--- config.mk ---
export PLATFORM = sky130hd
export DESIGN_NAME = ctlflow_unit
export DESIGN_NICKNAME = d
export VERILOG_FILES = /design/src/rtl/ctlflow_pkg.sv /design/src/rtl/cf_decode.sv /design/src/rtl/cf_cond.sv /design/src/rtl/cf_exec.sv /design/src/rtl/ctlflow_unit.sv
export SDC_FILE = /design/constraint.sdc
export NUM_CORES = 1
export LEC_CHECK = 0
export BUFFER_PORTS_ARGS = -buffer_cell sky130_fd_sc_hd__clkbuf_2
export CAP_MARGIN = 20
export CORE_MARGIN = 2
export CORE_UTILIZATION = 53
export DETAILED_ROUTE_END_ITERATION = 10
export PLACE_DENSITY = 0.79
export SKIP_LAST_GASP = 1
export SYNTH_ARGS = -nofsm -noshare
export SYNTH_HDL_FRONTEND = slang
export SYNTH_SLANG_ARGS = --single-unit
export TNS_END_PERCENT = 5
--- constraint.sdc ---
create_clock -name clk -period 5.4 [get_ports clk]
set_input_delay 0.27 -clock clk [delete_from_list [all_inputs] [get_ports clk]]
set_output_delay 0.27 -clock clk [all_outputs]
set_load 0.01 [all_outputs]
--- src/rtl/ctlflow_pkg.sv ---
package ctlflow_pkg;

  typedef enum logic [3:0] {
    CF_NONE,
    CF_JCC,
    CF_JMP,
    CF_BRANCH,
    CF_CALL,
    CF_CALLI,
    CF_RET,
    CF_POPPC,
    CF_PUSHPC
  } cf_op_e;

  localparam int INSN_W = 32;
  localparam int IMM_W  = 16;
  localparam int RIDX_W = 4;

  // leading opcode bytes
  localparam logic [7:0] OPC_JCC   = 8'h2C;
  localparam logic [7:0] OPC_JMP   = 8'h3C;
  localparam logic [7:0] OPC_ICALL = 8'h2D;
  localparam logic [7:0] OPC_REG2  = 8'h09;
  localparam logic [7:0] OPC_REG1  = 8'h0D;

  // condition selector values
  localparam logic [3:0] CC_CARRY   = 4'h0;
  localparam logic [3:0] CC_BORROW  = 4'h1;
  localparam logic [3:0] CC_OVF     = 4'h2;
  localparam logic [3:0] CC_GT      = 4'h3;
  localparam logic [3:0] CC_GE      = 4'h4;
  localparam logic [3:0] CC_EQ      = 4'h5;
  localparam logic [3:0] CC_NE      = 4'h6;
  localparam logic [3:0] CC_LE      = 4'h7;
  localparam logic [3:0] CC_LT      = 4'h8;
  localparam logic [3:0] CC_ZERO    = 4'h9;
  localparam logic [3:0] CC_NONZERO = 4'hA;

  // bit positions inside the condition register
  localparam int FB_LT  = 0;
  localparam int FB_EQ  = 1;
  localparam int FB_GT  = 2;
  localparam int FB_CY  = 3;
  localparam int FB_BR  = 4;
  localparam int FB_OV  = 5;

endpackage

--- src/rtl/cf_decode.sv ---
module cf_decode
  import ctlflow_pkg::*;
(
  input  logic [INSN_W-1:0] instr,
  output cf_op_e            op,
  output logic [3:0]        cond,
  output logic [IMM_W-1:0]  imm,
  output logic [RIDX_W-1:0] sp_idx
);

  logic [7:0]  major;
  logic [15:0] xop_mid;

  assign major   = instr[31:24];
  assign xop_mid = instr[23:8];
  assign cond    = instr[23:20];
  assign imm     = instr[IMM_W-1:0];

  always_comb begin
    op     = CF_NONE;
    sp_idx = instr[19:16];
    unique case (major)
      OPC_JCC: begin
        op = CF_JCC;
      end
      OPC_JMP: begin
        if (instr[23:16] == 8'h00) op = CF_JMP;
      end
      OPC_ICALL: begin
        if (instr[23:20] == 4'h0) op = CF_CALLI;
      end
      OPC_REG2: begin
        sp_idx = instr[3:0];
        if (xop_mid == 16'h0100)      op = CF_BRANCH;
        else if (xop_mid == 16'h0101) op = CF_CALL;
      end
      OPC_REG1: begin
        sp_idx = instr[3:0];
        if (xop_mid == 16'h0100 && instr[7:4] == 4'h1)      op = CF_RET;
        else if (xop_mid == 16'h0200 && instr[7:4] == 4'h0) op = CF_PUSHPC;
        else if (xop_mid == 16'h0200 && instr[7:4] == 4'h1) op = CF_POPPC;
      end
      default: op = CF_NONE;
    endcase
  end

endmodule

--- src/rtl/cf_cond.sv ---
module cf_cond
  import ctlflow_pkg::*;
#(
  parameter int XLEN = 32
) (
  input  logic [XLEN-1:0] flags,
  input  logic [3:0]      cond,
  output logic            hit,
  output logic            rsvd
);

  logic lt, eq, gt, cy, br, ov, allz;

  assign lt   = flags[FB_LT];
  assign eq   = flags[FB_EQ];
  assign gt   = flags[FB_GT];
  assign cy   = flags[FB_CY];
  assign br   = flags[FB_BR];
  assign ov   = flags[FB_OV];
  assign allz = ~|flags;

  always_comb begin
    hit  = 1'b0;
    rsvd = 1'b0;
    unique case (cond)
      CC_CARRY:   hit = cy;
      CC_BORROW:  hit = br;
      CC_OVF:     hit = ov;
      CC_GT:      hit = gt;
      CC_GE:      hit = gt | eq;
      CC_EQ:      hit = eq;
      CC_NE:      hit = ~eq;
      CC_LE:      hit = lt | eq;
      CC_LT:      hit = lt;
      CC_ZERO:    hit = allz;
      CC_NONZERO: hit = ~allz;
      default:    rsvd = 1'b1;
    endcase
  end

endmodule

--- src/rtl/cf_exec.sv ---
module cf_exec
  import ctlflow_pkg::*;
#(
  parameter int XLEN       = 32,
  parameter int INSN_BYTES = 4
) (
  input  cf_op_e           op,
  input  logic             hit,
  input  logic             rsvd,
  input  logic [IMM_W-1:0] imm,
  input  logic [XLEN-1:0]  pc,
  input  logic [XLEN-1:0]  ra,
  input  logic [XLEN-1:0]  rb,
  input  logic [XLEN-1:0]  rdata,
  output logic [XLEN-1:0]  npc,
  output logic             ill,
  output logic             mwe,
  output logic [XLEN-1:0]  waddr,
  output logic [XLEN-1:0]  wdata,
  output logic             rwe,
  output logic [XLEN-1:0]  rnew,
  output logic             mre
);

  localparam logic [XLEN-1:0] STEP  = XLEN'(INSN_BYTES);
  localparam logic [XLEN-1:0] SPSZ  = XLEN'(XLEN / 8);

  logic [XLEN-1:0] simm;
  logic [XLEN-1:0] seq_pc;
  logic [XLEN-1:0] rel_pc;

  generate
    if (XLEN > IMM_W) begin : g_sext
      assign simm = {{(XLEN-IMM_W){imm[IMM_W-1]}}, imm};
    end else begin : g_trunc
      assign simm = imm[XLEN-1:0];
    end
  endgenerate

  assign seq_pc = pc + STEP;
  assign rel_pc = pc + simm;

  always_comb begin
    npc   = seq_pc;
    ill   = 1'b0;
    mwe   = 1'b0;
    waddr = ra;
    wdata = seq_pc;
    rwe   = 1'b0;
    rnew  = ra + SPSZ;
    mre   = 1'b0;
    unique case (op)
      CF_JCC: begin
        if (rsvd)     ill = 1'b1;
        else if (hit) npc = rel_pc;
      end
      CF_JMP: npc = rel_pc;
      CF_BRANCH: begin
        mwe   = 1'b1;
        waddr = rb;
        npc   = ra;
      end
      CF_CALL: begin
        mwe   = 1'b1;
        waddr = rb;
        rwe   = 1'b1;
        rnew  = rb + SPSZ;
        npc   = ra;
      end
      CF_CALLI: begin
        mwe = 1'b1;
        rwe = 1'b1;
        npc = rel_pc;
      end
      CF_PUSHPC: begin
        mwe = 1'b1;
        rwe = 1'b1;
      end
      CF_RET, CF_POPPC: begin
        mre  = 1'b1;
        rwe  = 1'b1;
        rnew = ra - SPSZ;
        npc  = rdata;
      end
      default: npc = seq_pc;
    endcase
  end

endmodule

--- src/rtl/ctlflow_unit.sv ---
module ctlflow_unit
  import ctlflow_pkg::*;
#(
  parameter int XLEN       = 32,
  parameter int INSN_BYTES = 4,
  parameter int RST_SYNC   = 2
) (
  input  logic              clk,
  input  logic              rst_n,
  input  logic              in_valid,
  input  logic [INSN_W-1:0] instr,
  input  logic [XLEN-1:0]   pc_in,
  input  logic [XLEN-1:0]   ra_val,
  input  logic [XLEN-1:0]   rb_val,
  input  logic [XLEN-1:0]   mem_rdata,
  output logic              mem_re,
  output logic [XLEN-1:0]   mem_raddr,
  output logic              out_valid,
  output logic [XLEN-1:0]   next_pc,
  output logic              illegal,
  output logic              mem_we,
  output logic [XLEN-1:0]   mem_waddr,
  output logic [XLEN-1:0]   mem_wdata,
  output logic              reg_we,
  output logic [RIDX_W-1:0] reg_idx,
  output logic [XLEN-1:0]   reg_data
);

  // reset: asserted asynchronously, released after RST_SYNC edges
  logic [RST_SYNC-1:0] rst_pipe;
  logic                rst_core_n;

  always_ff @(posedge clk or negedge rst_n) begin
    if (!rst_n) rst_pipe <= '0;
    else        rst_pipe <= {rst_pipe[RST_SYNC-2:0], 1'b1};
  end
  assign rst_core_n = rst_pipe[RST_SYNC-1];

  // decode and evaluation
  cf_op_e            op;
  logic [3:0]        cond;
  logic [IMM_W-1:0]  imm;
  logic [RIDX_W-1:0] sp_idx;
  logic              hit, rsvd;
  logic [XLEN-1:0]   npc_c, waddr_c, wdata_c, rnew_c;
  logic              ill_c, mwe_c, rwe_c, mre_c;

  cf_decode u_dec (
    .instr  (instr),
    .op     (op),
    .cond   (cond),
    .imm    (imm),
    .sp_idx (sp_idx)
  );

  cf_cond #(.XLEN(XLEN)) u_cond (
    .flags (ra_val),
    .cond  (cond),
    .hit   (hit),
    .rsvd  (rsvd)
  );

  cf_exec #(.XLEN(XLEN), .INSN_BYTES(INSN_BYTES)) u_exec (
    .op    (op),
    .hit   (hit),
    .rsvd  (rsvd),
    .imm   (imm),
    .pc    (pc_in),
    .ra    (ra_val),
    .rb    (rb_val),
    .rdata (mem_rdata),
    .npc   (npc_c),
    .ill   (ill_c),
    .mwe   (mwe_c),
    .waddr (waddr_c),
    .wdata (wdata_c),
    .rwe   (rwe_c),
    .rnew  (rnew_c),
    .mre   (mre_c)
  );

  assign mem_re    = in_valid & mre_c;
  assign mem_raddr = ra_val;

  // next-state for the output stage
  logic              vld_d, ill_d, mwe_d, rwe_d;
  logic              data_en;

  always_comb begin
    vld_d   = in_valid;
    ill_d   = in_valid & ill_c;
    mwe_d   = in_valid & mwe_c;
    rwe_d   = in_valid & rwe_c;
    data_en = in_valid;
  end

  // output stage: strobes every cycle, data only with an instruction
  always_ff @(posedge clk or negedge rst_core_n) begin
    if (!rst_core_n) begin
      out_valid <= 1'b0;
      illegal   <= 1'b0;
      mem_we    <= 1'b0;
      reg_we    <= 1'b0;
    end else begin
      out_valid <= vld_d;
      illegal   <= ill_d;
      mem_we    <= mwe_d;
      reg_we    <= rwe_d;
    end
  end

  always_ff @(posedge clk or negedge rst_core_n) begin
    if (!rst_core_n) begin
      next_pc   <= '0;
      mem_waddr <= '0;
      mem_wdata <= '0;
      reg_idx   <= '0;
      reg_data  <= '0;
    end else if (data_en) begin
      next_pc   <= npc_c;
      mem_waddr <= waddr_c;
      mem_wdata <= wdata_c;
      reg_idx   <= sp_idx;
      reg_data  <= rnew_c;
    end
  end

endmodule

=== After elaboration in Yosys (flattened, before gate mapping) ===
Cells that the tools add are included.

* Add/subtract/negate cells: 5
* Eq/ne operators: 27
* Multiplexer cells: 20
* Bitwise operators: 7
* Reduce and logical (&&, ||, !) cells: 15

{| class="wikitable"
|+ Operators with widths
! operator !! number
|-
| $pmux 32 s4 || 1
|-
| $add 32x3->32 const B || 3
|-
| $mux 32 || 3
|-
| $pmux 32 s2 || 1
|-
| $add 32x32->32 || 1
|-
| $eq 16x9->1 const B || 2
|-
| $eq 4x3->1 const B || 8
|-
| $reduce_or 32->1 || 1
|-
| $sub 32x3->32 const B || 1
|-
| $eq 8x6->1 const B || 3
|-
| $pmux 4 s5 || 1
|-
| $eq 16x10->1 const B || 1
|-
| $eq 4x2->1 const B || 4
|-
| $eq 4x4->1 const B || 4
|-
| $eq 8x4->1 const B || 2
|-
| $mux 4 || 4
|-
| $eq 4x1->1 const B || 3
|-
| $pmux 1 s11 || 1
|-
| $reduce_or 11->1 || 1
|-
| $mux 3 || 3
|-
| $logic_not 4->1 || 2
|-
| $logic_not 8->1 || 1
|-
| $reduce_or 2->1 || 4
|-
| $mux 1 || 5
|-
| other kinds (8) || 14
|}

* Bits in registers: 138
* Logic and storage cells: 84

=== Longest topological paths before layout ===
Gate-level depths: netlist of run 1.

* Depth after elaboration: 10
* Gate-level depth with buffers: 17
* Gate-level depth less buffers: 15

=== By module ===
A second synthesis of run 1 with hierarchy kept.

* Cell total of the unflattened synthesis: 1213
* Area total of the unflattened synthesis: 11641.2 µm²

{| class="wikitable"
|+ By module, submodules not included
! module !! instances !! cells an instance !! area each (µm²) !! seq. area each (µm²)
|-
| cf_exec || 1 || 802 || 5550.3 || 0.0
|-
| ctlflow_unit || 1 || 322 || 5456.5 || 3453.3
|-
| cf_decode || 1 || 59 || 429.2 || 0.0
|-
| cf_cond || 1 || 30 || 205.2 || 0.0
|}

=== Worst setup path before layout of run 1 ===
OpenSTA, ideal clock, no wires.

* Kind: input port to flip-flop
* Start point: input instr[11]
* End point: register reg_data[31]
* Library setup time: 0.133 ns
* Arrival time: 4.091 ns
* Data required time: 5.267 ns
* Slack: 1.176 ns
* Stages: 16
* Cell sequence: or4_1 -> nor3_1 -> nand4_1 -> a211oi_2 -> buf_4 -> buf_2 -> ha_1 -> a21oi_1 -> nand2_1 -> a221o_1 -> o211ai_1 -> a31oi_1 -> o41ai_2 -> o21ai_0 -> mux2i_1 -> o211ai_1

* Cells in the longest elaborated chain, start to end: 9
* Elaborated cells on any way between the ends: 17

{| class="wikitable"
|+ Ends and longest elaborated chain
! what !! RTL line !! source
|-
| from (decl) || ctlflow_unit.sv:11 || <nowiki>input logic [INSN_W-1:0] instr,</nowiki>
|-
| $eq 16x10->1 || cf_decode.sv:40, cf_decode.sv:41 ||
|-
| $logic_and 1x1->1 || cf_decode.sv:41 || <nowiki>else if (xop_mid == 16'h0200 && instr[7:4] == 4'h1) op = CF_POPPC;</nowiki>
|-
| $mux 3 || cf_decode.sv:41 ||
|-
| $mux 4 || cf_decode.sv:40 || <nowiki>else if (xop_mid == 16'h0200 && instr[7:4] == 4'h0) op = CF_PUSHPC;</nowiki>
|-
| $mux 4 || cf_decode.sv:39 || <nowiki>if (xop_mid == 16'h0100 && instr[7:4] == 4'h1) op = CF_RET;</nowiki>
|-
| $pmux 4 s5 (*) || cf_decode.sv:22 || <nowiki>unique case (major)</nowiki>
|-
| $eq 4x3->1 || cf_exec.sv:52 || <nowiki>unique case (op)</nowiki>
|-
| $reduce_or 2->1 || cf_exec.sv:52 ||
|-
| $pmux 32 s2 (*) || cf_exec.sv:52 ||
|-
| to (signal assigned) || ctlflow_unit.sv:124 || <nowiki>reg_data <= rnew_c;</nowiki>
|-
| to (decl) || ctlflow_unit.sv:26 || <nowiki>output logic [XLEN-1:0] reg_data</nowiki>
|}

Mark *: on every way between the ends. The rest lies on a longest branch, timed or not.
A chain may end at the register's enable or synchronous reset.

=== Worst setup path after layout of run 1 ===
Same ends and word-level chain as after synthesis.

==> summary.txt, run 1 <==
Timing
  • Min cycle time layout: 4598 ps
  • Setup TNS: 0 ps
  • Clk_skew: 8.932 ps
  • Setup Viol. Count Final: 0
  • Final Slew Violations: 0
  • Fin Hold WS: 98.77 ps
  • Final hold vios: 0
  • Fmax: 217.5 MHz
  • Max_slew headroom: 0.3648
  • Fin crit share: 0.8514
  • Tightest Pin Transition: 952.8 ps
  • RSZ-0062 raised after global routing: no

Drt
  • Via count: 11.45k
  • Drt via density: 6.025
  • Detailed-route DRC error count: 0
  • DRT Pass-1 Iters: 8
  • Detailed Route Iter0 Violations: 1012
  • ANT nets after route: 0
  • Total Wirelength: 36840 um
  • Routed length per instance: 19.39 um

Critical path
  • Reg2reg setup slack: 4040 ps
  • Max stage delay cell, worst path: a211oi_4
  • R2r endpoint: next_pc[28]
  • Critical path class: in -> reg
  • Worst setup EP type: flip-flop
  • Critical Path AT: 4900 ps
  • RR Startpoint: rst_pipe[1]
  • Worst Reg-to-Reg Cells: 1
  • Crit-path cells: clkbuf_2 -> or4_1 -> nor3_1 -> nand4_1 -> a211oi_4 -> buf_4 -> ha_1 -> a211oi_1 -> o21bai_1 -> o41a_1 -> nor2_1 -> a31oi_1 -> o41ai_2 -> o21ai_0 -> mux2i_1 -> o211ai_1
  • Crit-path max cell delay: 570 ps
  • Startpoint type of the worst setup path: input port
  • CP required: 5700 ps
  • Crit-path max FO: 22

Global routing
  • Number of global-route vias before repair: 10.81k
  • Tot GR Track Use: 0.3334
  • First-pass GRT wire length: 57390 um
  • Antenna violations before repair: 1
  • GR Overflow Total: 0
  • Largest net degree at the start of global routing: 140

Power and ir drop
  • Static Leakage: 5.965 nW
  • Tot Pwr: 0.003147 W
  • PwrDens: 239.5 nW/um2
  • Worst VDD drop: 0.1978 mV

CTS
  • Deepest clock path buffer count: 2
  • Reg clk slew, reported paths: 70 ps
  • TritonCTS Buffers: 17
  • Worst-skew pair later-pin latency: 430 ps
  • Clock Sinks: 138
  • Clk root buf: clkbuf_16
  • H-Tree Depth: 4
  • PostCTS Resize Cnt: 0
  • CTS tree: built

Logic synthesis
  • Mapped Area: 10920 um2
  • Syn avg cell area: 8.136 um2
  • Mapped Cells: 1342
  • Number of distinct library cells after synthesis: 72
  • Syn Nets: 1569
  • Asr flop ratio synth: 1.000
  • Flops & latches, synth: 138
  • EDFF count, synth: 0
  • Register area share after synthesis: 0.3163
  • Synth Flop Type: dfrtp_1
  • Yosys warnings: 0

Die
  • Die H: 147.5 um
  • Initial core utilization: 0.5396
  • Boundary Pins: 332
  • Die X: 147.5 um
  • Core Region: 20230 um2
  • Die Area: 21760 um2
  • Site row count: 52

Outcome
  • Status: complete, no violations

Place
  • Input/output buffers: 331
  • GPL Wtd Cong: 0.9408
  • Detail Placement HPWL: 27790 um

Min path
  • HP Start: instr[23]
  • Worst Hold Path EP: illegal
  • Min-Delay Path Depth: 3
  • Worst Hold Class: in -> reg

Layout
  • Share of cells above drive strength 1: 0.2455
  • Nets: 1843
  • Register area: 3457 um2
  • Multi-input logic area: 6885 um2
  • Area Growth Syn to Fin: 20.36%
  • Fillers: 1837
  • Most common cell after layout, fill and taps aside: clkbuf_2
  • Most frequent cells in the layout: clkbuf_2 (330), nor2_1 (182), a21oi_1 (140), dfrtp_1 (137), nand2_1 (126)

Run
  • Maxcap violations: 0
-- Yosys cell counts, drive strengths merged (20+ instances only) --
cell | instances | share of area
nor3 | 24 | 0.011
mux2i | 40 | 0.037
nor2 | 183 | 0.063
clkbuf | 33 | 0.011
a21o | 29 | 0.020
inv | 26 | 0.0089
a211oi | 28 | 0.020
nand3 | 47 | 0.022
o21ai | 84 | 0.040
nand2 | 127 | 0.044
dfrtp | 138 | 0.32
a31oi | 20 | 0.011
a21oi | 141 | 0.066
xor2 | 32 | 0.026
buf | 55 | 0.035
ha | 62 | 0.071
xnor2 | 54 | 0.043
-- critical path, delay by kind of cell --
family          cells  cell delay [ps]
buf+inv             2              480
simple gates        4             1430
fa+ha+maj           1              360
mux                 1              170
compound gates      8             2170
-- kinds of logic after synthesis --
logic type	Yosys count	synth area share
AND/OR/NAND/NOR	494	0.2113
AO/OA/AOI/OAI	399	0.2292
flip-flops	138	0.3163
buffers and inverters	114	0.05524
XOR/XNOR	86	0.06899
adder cells (fa/ha/maj)	64	0.07472
multiplexers	46	0.04389
other	1	0.0003435
-- area by class of cell --
type                    count  share of cell area
diodes                      1           0.0001904
multi-input cells        1090              0.5239
clock inverters            13            0.009902
inverters                  26            0.007426
repair buffers            343              0.1353
clock buffers              19             0.03447
well taps                 270             0.02571
flip-flops and latches    138              0.2631
-- where the power goes --
part	switching [W]	internal, W	leakage [nW]	total [W]
Sequential	0.0000669	0.00113	1.56	0.00120
Combinational	0.000455	0.000303	4.11	0.000758
Clock	0.000522	0.000672	0.291	0.00119
-- metrics by stage --
stage | util | area, um2 | setup slack [ps] | instances
2_1_floorplan | - | 10920 | 1176 | 1342
3_3_place_gp | 0.6193 | 12530 | 546.8 | 1865
3_5_place_dp | 0.6193 | 12530 | 446.2 | 1865
4_1_cts | 0.6486 | 13120 | 889.7 | 1898
5_1_grt | 0.6493 | 13140 | 501.0 | 1899
6_report | 0.6495 | 13140 | 802.2 | 1900
-- how the worst max path moves through the flow --
stage,startpoint,endpoint,cells after the start
floorplan,instr[11],reg_data[31],16
global placement,instr[11],reg_data[31],15
detailed placement,instr[11],reg_data[31],16
CTS,instr[11],reg_data[31],16
global route,instr[11],reg_data[31],16
finish,instr[11],reg_data[31],16
-- layer usage --
| layer | wire [um] | global-route usage |
|---|---|---|
| met2 | 17690 | 0.5563 |
| met3 | 2776 | 0.06759 |
| met1 | 15040 | 0.4263 |
| met5 | 0 | 0 |
| met4 | 1329 | 0.1308 |
-- sequential cells by signal, indices dropped and copies added (netlist names) --
name and flops:
reg_data 32, next_pc 32, illegal 1, out_valid 1
mem_we 1, mem_wdata 32, reg_idx 4, mem_waddr 32
reg_we 1, rst_pipe 2
-- what timing repair did --
item / 4_1_cts / 5_1_grt
hold endpoints to repair: 2 / 0
hold buffers: 1 / 0
setup buffers: 0 / 0
No activity file was read; power rests on OpenSTA's default activity.
==> run 2, diff against run 1 <==
CORE_ASPECT_RATIO = 0.8   (was not set)
==> run 2 against run 1 <==
Register-to-register slack lost 20 ps. Critical endpoint unchanged. Highest routed layer unchanged. Core utilization grew 0.43 points. Non-clock buffer count is the same. Clock power is essentially flat.
==> summary.txt, run 2 (synthesized netlist as in run 1, its figures left out) <==
Place
  • Input/output buffers: 331 (unchanged)
  • Area of placed instances: 12530 um2 (unchanged)
  • Detail Placement HPWL: 27740 um (-0.18%)
  • GPL Wtd Cong: 0.9292 (-1.2%)

Min path
  • Worst Hold Class: in -> reg
  • Min-Delay Path Depth: 3 (unchanged)

Global routing
  • Number of global-route vias before repair: 10.76k (-0.46%)
  • GR Overflow Total: 0 (unchanged)
  • First-pass GRT wire length: 57680 um (+0.51%)
  • Tot GR Track Use: 0.3362 (+0.002798)
  • Antenna violations before repair: 0 (-1)
  • Largest net degree at the start of global routing: 135 (-3.6%)

Layout
  • Share of cells above drive strength 1: 0.2455 (unchanged)
  • Ant. Diodes: 0 (-1)
  • Fillers: 1743 (-5.1%)
  • Final Util: 0.6537 (+0.004280)
  • Most common cell after layout, fill and taps aside: clkbuf_2
  • Area Growth Syn to Fin: 19.93%
  • Most frequent cells in the layout: clkbuf_2 (330), nor2_1 (182), a21oi_1 (140), dfrtp_1 (137), nand2_1 (126)
  • Fin area: 13090 um2 (-0.36%)
  • Nets: 1843 (unchanged)

CTS
  • Deepest clock path buffer count: 2 (unchanged)
  • CTS tree: built
  • Worst-skew pair later-pin latency: 440 ps (about the same)
  • Hold buffers post-CTS: 1 (unchanged)
  • Clock Sinks: 138 (unchanged)
  • TritonCTS Buffers: 17 (unchanged)
  • Clk root buf: clkbuf_16
  • PostCTS Resize Cnt: 0 (unchanged)
  • H-Tree Depth: 4 (unchanged)
  • Reg clk slew, reported paths: 70 ps (about the same)
  • Postcts setup bufs: 0 (unchanged)

Power and ir drop
  • Clock Power Share: 0.372 (-0.007)
  • Sequential power share: 0.384 (+0.004)
  • Pint: 0.002037 W (-3.2%)
  • Sw Pwr: 0.001074 W (+3.0%)
  • Worst VDD drop: 0.1433 mV (-28%)
  • Sw Ratio: 0.3452 (+0.01376)
  • Static Leakage: 5.939 nW (-0.43%)
  • PwrDens: 237.6 nW/um2 (-0.79%)
  • Combinational fraction of design power: 0.244 (+0.003)

Drt
  • Total Wirelength: 37120 um (+0.78%)
  • ANT nets after route: 0 (unchanged)
  • Wire length on met1: 15760 um (+4.8%)
  • Met2 WL post-DR: 17290 um (-2.3%)
  • Drt via density: 6.093 (+1.1%)
  • Via count: 11.53k (+0.76%)
  • Detailed Route Iter0 Violations: 1141 (+13%)
  • DRT Pass-1 Iters: 6 (-2)
  • Met3 wire length: 3056 um (+10%)
  • Detailed-route DRC error count: 0 (unchanged)
  • Top layer in use: met4
  • Routed length per instance: 19.61 um (+1.1%)

Outcome
  • Status: complete, no violations

Timing
  • Min cycle time layout: 4433 ps (-164.9 ps)
  • Final hold vios: 0 (unchanged)
  • Fmax: 225.6 MHz (+3.7%)
  • Clk_skew: 11.50 ps (+2.568 ps)
  • Max_slew headroom: 0.2593 (-0.1056)
  • Setup TNS: 0 ps (unchanged)
  • Final Slew Violations: 0 (unchanged)
  • Setup Viol. Count Final: 0 (unchanged)
  • RSZ-0062 raised after global routing: no
  • Fin Hold WS: 80.87 ps (-17.90 ps)
  • Fin crit share: 0.8209 (-0.03053)
  • Tightest Pin Transition: 1111 ps (+158.3 ps)

Critical path
  • Worst setup EP type: flip-flop
  • CP required: 5700 ps (about the same)
  • Critical Path AT: 4740 ps (-160 ps)
  • Worst Reg-to-Reg Cells: 1 (unchanged)
  • Reg2reg setup slack: 4020 ps (-20 ps)
  • Crit-path max FO: 11 (-50%)
  • Critical path class: in -> reg
  • Startpoint type of the worst setup path: input port

Run
  • Maxcap violations: 0 (unchanged)

Die
  • Site row count: 46 (-12%)
  • Die Area: 21770 um2 (about the same)
  • Die H: 132.4 um (-10%)
  • Die X: 164.5 um (+11%)
  • Core Region: 20030 um2 (-1.0%)
  • Initial core utilization: 0.5451 (+0.005528)
  • Boundary Pins: 332 (unchanged)
==> run 2: cell count changes in the layout (fill, tap and decap cells not counted), sizes merged <==
cell / delta
clkinv: -3
bufinv: -1
inv: +3
clkinvlp: +3
clkbuf: -2
diode: -1
==> run 2: layout make-up <==
| type | count | area, um2 | share of cell area |
|---|---|---|---|
| Inverter | 26 | 97.59 | 0.007453 |
| Clock buffer | 17 | 425.4 | 0.03249 |
| Clock inverter | 15 | 127.6 | 0.009747 |
| Timing Repair Buffer | 343 | 1770 | 0.1352 |
| Sequential cell | 138 | 3457 | 0.2640 |
| Multi-Input combinational cell | 1090 | 6885 | 0.5258 |
| Tap cell | 264 | 330.3 | 0.02523 |
==> run 2: power groups by stage <==
stage	registers [W]	logic [W]	clock network [W]
floorplan	0.00126	0.000387	0
detailed placement	0.00121	0.000745	0
global route	0.00121	0.000830	0.00121
global placement	0.00121	0.000731	0
CTS	0.00120	0.000752	0.00116
finish	0.00120	0.000759	0.00116
==> run 2: routing by layer <==
metal,vias to the layer above,GRT usage
met3,74,0.06700
met4,0,0.1130
met1,5472,0.4467
li1,5389,-
met5,-,0
met2,599,0.5477
==> run 2: metrics by stage <==
stage                     total power [W]  setup WS (ps)  instances
after floorplan                  0.001642           1176       1342
after global placement           0.001943          794.3       1860
after detailed placement         0.001958          678.8       1860
after CTS                        0.003106           1082       1893
after global routing             0.003247          614.5       1893
final                            0.003111          967.1       1893
==> run 2: worst max-delay path: stages <==
cell and delay (ps):
clkbuf_2 90, or4_1 530, nor3_1 410, nand4_1 270
a211oi_4 540, buf_4 260, ha_1 290, and4_1 240
a221o_1 330, o211ai_1 330, a31oi_1 170, o41ai_2 470
o21ai_0 220, mux2i_1 180, o211ai_1 100
==> run 2: final timing paths <==
| check | from | to |
|---|---|---|
| max | instr[11] | reg_data[31] |
| min | instr[23] | illegal |
| max reg2reg | rst_pipe[1] | next_pc[26] |
| min reg2reg | rst_pipe[0] | rst_pipe[1] |
| max in group asynchronous | rst_pipe[1] | next_pc[26] |
| min in group asynchronous | rst_n | rst_pipe[1] |
